[config.mk]
export PLATFORM = sky130hd
export DESIGN_NAME = ddr_ap_bank_timer
export DESIGN_NICKNAME = d
export VERILOG_FILES = /design/src/rtl/ddr_ap_pkg.sv /design/src/rtl/ddr_ap_bank_timer.sv
export SDC_FILE = /design/constraint.sdc
export NUM_CORES = 1
export LEC_CHECK = 0
export ABC_AREA = 1
export BUFFER_PORTS_ARGS = -buffer_cell sky130_fd_sc_hd__buf_4
export CAP_MARGIN = 15
export CORE_MARGIN = 3
export CORE_UTILIZATION = 38
export DETAILED_ROUTE_END_ITERATION = 8
export PLACE_DENSITY = 0.62
export SYNTH_ARGS = -nofsm -noshare
export SYNTH_HDL_FRONTEND = slang
export SYNTH_SLANG_ARGS = --single-unit
[constraint.sdc]
create_clock -name clk -period 1.2 [get_ports clk]
set_input_delay 0.18 -clock clk [delete_from_list [all_inputs] [get_ports clk]]
set_output_delay 0.18 -clock clk [all_outputs]
set_load 0.1 [all_outputs]
[src/rtl/ddr_ap_pkg.sv]
package ddr_ap_pkg;

  typedef enum logic [2:0] {
    CMD_NOP   = 3'd0,
    CMD_ACT   = 3'd1,
    CMD_RD    = 3'd2,
    CMD_WR    = 3'd3,
    CMD_PRE   = 3'd4,
    CMD_DESEL = 3'd5
  } cmd_e;

  typedef enum logic [1:0] {
    BK_IDLE  = 2'd0,
    BK_OPEN  = 2'd1,
    BK_WREC  = 2'd2,
    BK_PRECH = 2'd3
  } bank_st_e;

  // slot window after a write with auto-precharge
  localparam int SLOT_W          = 3;
  localparam int SLOT_WIN        = 6;  // last slot of the window
  localparam int SLOT_WR_LAST    = 3;  // same-bank writes legal up to here
  localparam int SLOT_MASK_FIRST = 2;  // same-bank reads legal from here
  localparam int SLOT_RD_LAST    = 5;  // same-bank reads legal up to here
  localparam int SLOT_XRD_LAST   = 3;  // reads to other banks blocked up to here

endpackage

[src/rtl/ddr_ap_bank_timer.sv]
module ddr_ap_bank_timer
  import ddr_ap_pkg::*;
#(
  parameter int TWR = 2,
  parameter int TRP = 3,
  parameter int BL  = 4,
  parameter int WL  = 1
) (
  input  logic              clk,
  input  logic              rst,
  input  logic              acc_i,   // legal non-idle command for this bank
  input  cmd_e              cmd_i,
  input  logic              ap_i,
  output bank_st_e          st_o,
  output logic [SLOT_W-1:0] slot_o
);

  localparam int BURST_CYC = WL + BL / 2;
  localparam int WR_SPAN   = BURST_CYC + TWR;
  localparam int RD_SPAN   = BL / 2 + TRP;
  localparam int SPAN_MAX  = (WR_SPAN > RD_SPAN) ?
                             ((WR_SPAN > TRP) ? WR_SPAN : TRP) :
                             ((RD_SPAN > TRP) ? RD_SPAN : TRP);
  localparam int CNT_W     = $clog2(SPAN_MAX + 1);

  bank_st_e          st_q;
  logic [CNT_W-1:0]  cnt_q;
  logic [SLOT_W-1:0] slot_q;
  logic              cnt_last;

  assign cnt_last = (cnt_q == CNT_W'(1));

  always_ff @(posedge clk) begin
    if (rst) begin
      st_q   <= BK_IDLE;
      cnt_q  <= '0;
      slot_q <= '0;
    end else begin
      // window slot advance
      if (slot_q != '0)
        slot_q <= (slot_q == SLOT_W'(SLOT_WIN)) ? '0 : slot_q + SLOT_W'(1);

      // timer countdown
      case (st_q)
        BK_WREC: begin
          if (cnt_last) begin
            st_q  <= BK_PRECH;
            cnt_q <= CNT_W'(TRP);
          end else begin
            cnt_q <= cnt_q - CNT_W'(1);
          end
        end
        BK_PRECH: begin
          if (cnt_last) st_q <= BK_IDLE;
          else          cnt_q <= cnt_q - CNT_W'(1);
        end
        default: ;
      endcase

      // accepted command overrides
      if (acc_i) begin
        case (cmd_i)
          CMD_ACT: st_q <= BK_OPEN;
          CMD_PRE: begin
            st_q  <= BK_PRECH;
            cnt_q <= CNT_W'(TRP);
          end
          CMD_WR: begin
            if (ap_i || st_q == BK_WREC) begin
              st_q   <= BK_WREC;
              cnt_q  <= CNT_W'(WR_SPAN);
              slot_q <= SLOT_W'(1);
            end
          end
          CMD_RD: begin
            if (ap_i && st_q == BK_OPEN) begin
              st_q  <= BK_PRECH;
              cnt_q <= CNT_W'(RD_SPAN);
            end
          end
          default: ;
        endcase
      end
    end
  end

  assign st_o   = st_q;
  assign slot_o = slot_q;

endmodule

# Word-level counts from Yosys, hierarchy flattened
# Index checks and enable logic that the tools add are counted.
# word_totals
reg_bits	8
latchBits	0
ram_bits	0
rom_bits	0
input_bits	7
out_inout_bits	5
wordCells	36
memories	0
# op_classes
n_addsub	2
n_mul	0
n_div	0
order_cmp	0
n_eq_ne	9
shift	0
n_mux	19
bitwise	0
n_reduce_logical	3
# ops
op	count
two-way mux 3 bit	10
two-way mux 2 bit	5
one-hot mux 3 bit (3 select lines)	1
one-hot mux 2 bit (4 select lines)	1
equality test 3 x 1 -> 1 bit (second input constant)	2
equality test 3 x 2 -> 1 bit (second input constant)	2
equality test 3 bit (second input constant)	2
one-hot mux 3 bit (2 select lines)	1
equality test 2 bit (second input constant)	2
one-hot mux 2 bit (2 select lines)	1
adder 3 x 1 -> 3 bit (second input constant)	1
nonzero test 3 bit	1
subtractor 3 x 1 -> 3 bit (second input constant)	1
equality test 2 x 1 -> 1 bit (second input constant)	1
logical AND 1 bit	1
logical OR 1 bit	1

# Logic depth before layout (Yosys ltp)
# logic_depth
depth_word	6
mapped_depth	10
ltp_nobuf	10

# Worst setup path after synthesis
# Ideal clock, no wire load.
# synth_path
path_kind	reg-to-reg
start	register st_q[1], in the netlist st_o[1]
end	register cnt_q[1]
setup_time_ps	111
arrival_ps	1712
t_required_ps	1089
setup_slack_ps	-624
stages_incl_launch_ff	8
n_path_buf	0
period_less_slack_ps	1824
path_cell_list	dfxtp_1 nand2_2 nand2_2 nand3_2 nand2_1 nor2_1 nor2_1 nor2_1
# synth_via
elab_chain_cells	5
word_cells_on_any_way	10
cone_classes	3 x eq/ne; 5 x mux; 2 x reduce/logical
# synth_rtl
element	line_no	rtl
start: declaration	ddr_ap_bank_timer.sv:26	bank_st_e st_q;
start signal: assignment	ddr_ap_bank_timer.sv:35	st_q <= BK_IDLE;
start signal: assignment	ddr_ap_bank_timer.sv:47	st_q <= BK_PRECH;
start signal: assignment	ddr_ap_bank_timer.sv:54	if (cnt_last) st_q <= BK_IDLE;
equality test 2 bit, or another cell as far along	ddr_ap_bank_timer.sv:44	case (st_q)
one-hot mux 3 bit (2 select lines), or another cell as far along	ddr_ap_bank_timer.sv:44	
two-way mux 3 bit (on tied branches)	ddr_ap_bank_timer.sv:76, ddr_ap_bank_timer.sv:69	
one-hot mux 3 bit (3 select lines)	ddr_ap_bank_timer.sv:62	case (cmd_i)
two-way mux 3 bit (*)	ddr_ap_bank_timer.sv:61	if (acc_i) begin
end signal: assignment	ddr_ap_bank_timer.sv:48	cnt_q <= CNT_W'(TRP);
end signal: assignment	ddr_ap_bank_timer.sv:66	cnt_q <= CNT_W'(TRP);
end signal: assignment	ddr_ap_bank_timer.sv:78	cnt_q <= CNT_W'(RD_SPAN);
end: declaration	ddr_ap_bank_timer.sv:27	logic [CNT_W-1:0] cnt_q;
# Mark *: on every way between the ends. The rest lies on a longest branch, timed or not.
# A chain may end at the register's enable or synchronous reset.

# Final worst setup path
# layout_path
start	register cnt_q[1]
end	register cnt_q[0]
# layout_via
elab_chain_cells	6
word_cells_on_any_way	8
cone_classes	1 x eq/ne; 7 x mux
# layout_rtl
element	line_no	rtl
start signal: assignment	ddr_ap_bank_timer.sv:48	
start signal: assignment	ddr_ap_bank_timer.sv:50	cnt_q <= cnt_q - CNT_W'(1);
start signal: assignment	ddr_ap_bank_timer.sv:55	else cnt_q <= cnt_q - CNT_W'(1);
equality test 3 x 1 -> 1 bit (*)	ddr_ap_bank_timer.sv:31	assign cnt_last = (cnt_q == CNT_W'(1));
two-way mux 3 bit (on tied branches)	ddr_ap_bank_timer.sv:54, ddr_ap_bank_timer.sv:46	
one-hot mux 3 bit (2 select lines) (*)	ddr_ap_bank_timer.sv:44	
two-way mux 3 bit (on tied branches)	ddr_ap_bank_timer.sv:76, ddr_ap_bank_timer.sv:69	
one-hot mux 3 bit (3 select lines)	ddr_ap_bank_timer.sv:62	
two-way mux 3 bit (*)	ddr_ap_bank_timer.sv:61	
# Marked as above.

==> impl_metrics.ini <==
[sta]
fmax_ghz = 0.8329
setup_ws_ns = -0.0005924
worst_slew_pin_slew_ns = 0.2779
period_minus_slack_ns = 1.201
hold_violations = 0
relSlewSlack_pct = 81.62
setup_tns_ns = -0.0005924
period_share_pct = 100.0
setup_viol = 1
finalMaxSlewViolations = 0
rsz0062_at_grt = true
skew_ns = 0.01290

[logic_synthesis]
synth.largest_area_cell = dfxtp_1
synth_top_family_by_area = simple AND/OR/NAND/NOR gates
ys_seq_area_share_pct = 26.50
ys_ff_latch = 8
ys_top_cells_by_count = 33 x nand2_1, 17 x nor2_1, 9 x a21oi_1, 9 x inv_1, 8 x dfxtp_1
syn_area_um2 = 604.3
syn-num-nets = 112
synth_adder_area_share_pct = 6.211
synth.most_common_cell = nand2_1
yosysWarnings = 0
syn_inst = 102
synthXorXnorAreaFrac_pct = 1.449
postSynthAreaPerCell_um2 = 5.925
yosys.area_share.simple_pct = 44.10
synth.area.top_cells = dfxtp_1 27%, nand2_1 20%, nor2_1 11%
synth-edff-count = 0
synth_compound_area_share_pct = 13.04
muxShareOfSynthArea_pct = 0
synth_top_area_share_pct = 26.50
ys_types = 16
synthFlopType = dfxtp_1
async_reset_ff_share_pct = 0

[layout]
area_growth_pct = 44.51
fin_nets = 133
drive_gt1_share_pct = 40.98
diodes = 0

[cts]
cts_buffers = 3
clock_latency_ns = 0.26
path_clk_slew_ns = 0.06
cts_max_level = 1
cts_hold_buf = 0
clock-sinks = 8
cts_buffer_depth = 2
cts_tree = built
clockRootBuffer = clkbuf_4

[floorplanning]
io_pins = 12
die_x_um = 45.88
rows = 13
die_area_mm2 = 0.002105
core_mm2 = 0.001399
die_height_um = 45.88
initial_core_util_pct = 43.20

[worst_setup_path]
path_max_fanout = 4
cp-start-kind = flip-flop
path_class = reg -> reg
critPathArrivalTime_ns = 1.33
end_kind = flip-flop
cp.required_ns = 1.33

[detailed_routing]
viasPerCell = 5.073
detail-route-antenna-nets = 0
drt_iter0_markers = 28
via_count = 695
drc_errors = 0
firstDrtPassIters = 4
drt-total-wl_um = 1605
wl_per_cell_um = 11.72

[pwr]
leakagePower_nw = 0.4395
peakVddDrop_v = 0.0008192
power_mw = 1.092
power.density_mw_per_mm2 = 1251

[place]
port_buffers = 11
place_hpwl_um = 1094
gp_congestion = 0.8123

[global_route]
met3_usage_pct = 4.743
grt_pass1_vias = 615
grt_use_met2_pct = 26.10
overflow = 0
grt_pass1_wl_um = 2622
track_usage_pct = 17.01
grt_busiest_layer = met2
grt_max_degree = 9
grt_use_met1_pct = 23.58
antenna_found_initial = 0

[flow_run]
drv_cap = 0

[status]
status = finished with violations
violations = setup timing

[min_path]
hp-class = in -> reg
==> final timing paths <==
path         cells after the start      start  slack [ns]        end
max                              6   cnt_q[1]     -0.0006   cnt_q[0]
min                              2        rst        0.12    st_o[0]
max reg2reg                      6   cnt_q[1]     -0.0006   cnt_q[0]
min reg2reg                      2  slot_o[2]        0.53  slot_o[2]
==> per-stage QoR <==
| step | utilization, % | cell area, um^2 | cells | hold slack, ns | setup WS [ns] |
|---|---|---|---|---|---|
| after global routing | 62.43 | 873.3 | 137 | 0.1179 | -0.06880 |
| after floorplan | - | 615.6 | 102 | 0.2394 | -0.008239 |
| after global placement | 51.79 | 724.4 | 129 | 0.3870 | -0.07605 |
| after CTS | 59.03 | 825.8 | 134 | 0.1174 | -0.01109 |
| final | 62.43 | 873.3 | 137 | 0.1224 | -0.0005924 |
| after detailed placement | 51.79 | 724.4 | 129 | 0.3913 | -0.1020 |
==> cell type report <==
type                       instances  area [um^2]
inverter                          14        57.56
sequential                         8        176.4
tap                               15        18.77
clock buffer                       4        26.28
fill                             134        525.5
timing repair buffer              16        120.1
multi-input combinational         80        474.2
==> critical path: stages, from the launching register on <==
cell	delay, ns
dfxtp_2	0.32
inv_4	0.08
ha_4	0.16
nand2_4	0.08
ha_4	0.24
a21oi_2	0.13
a21oi_1	0.08
==> flip-flops by register name (all words and copies together), names as in the netlist <==
name	count
cnt_q	3
slot_o	3
st_o	2
==> cells in the final DEF (no fill, tap or decap) <==
cell	n
o21ai_0	1
clkbuf_1	1
o21ai_4	1
o22ai_2	1
nand3_1	6
nand3_2	3
nand2_4	3
a21oi_1	8
nand2_1	29
dfxtp_1	1
ha_4	3
inv_2	5
inv_4	2
xnor2_1	1
dfxtp_2	4
a21oi_2	1
o21bai_1	1
dfxtp_4	3
nor2_2	1
nor2_1	16
clkbuf_4	3
nand2_2	4
buf_4	16
a31oi_1	1
inv_1	7
==> routing by layer <==
| layer | part of all wire (%) | up-vias |
|---|---|---|
| met2 | 50 | 26 |
| li1 | - | 364 |
| met1 | 43 | 305 |
| met4 | 0 | 0 |
| met3 | 6.7 | 0 |
| met5 | 0 | - |
==> report_power, final <==
part	total (mW)	leakage, nW	internal, mW	switching [mW]
Combinational	0.528	0.355	0.211	0.317
Sequential	0.345	0.0693	0.301	0.0446
Clock	0.219	0.0150	0.127	0.0917
==> cells by family (layout without fill, tap and decap cells) <==
group	count (synthesis)	after routing
compound gates	14	14
xor+xnor	1	1
flops	8	8
simple gates	62	62
fa+ha+maj	3	3
buf+inv	14	34
==> repair_timing <==
action / CTS / global route
pin swaps: 7 / 6
setup endpoints to repair: 5 / 5
hold endpoints to repair: 0 / 0
gates resized for setup: 16 / 7
setup buffers: 1 / 3
Note: power is estimated with default switching activity, not from simulation.
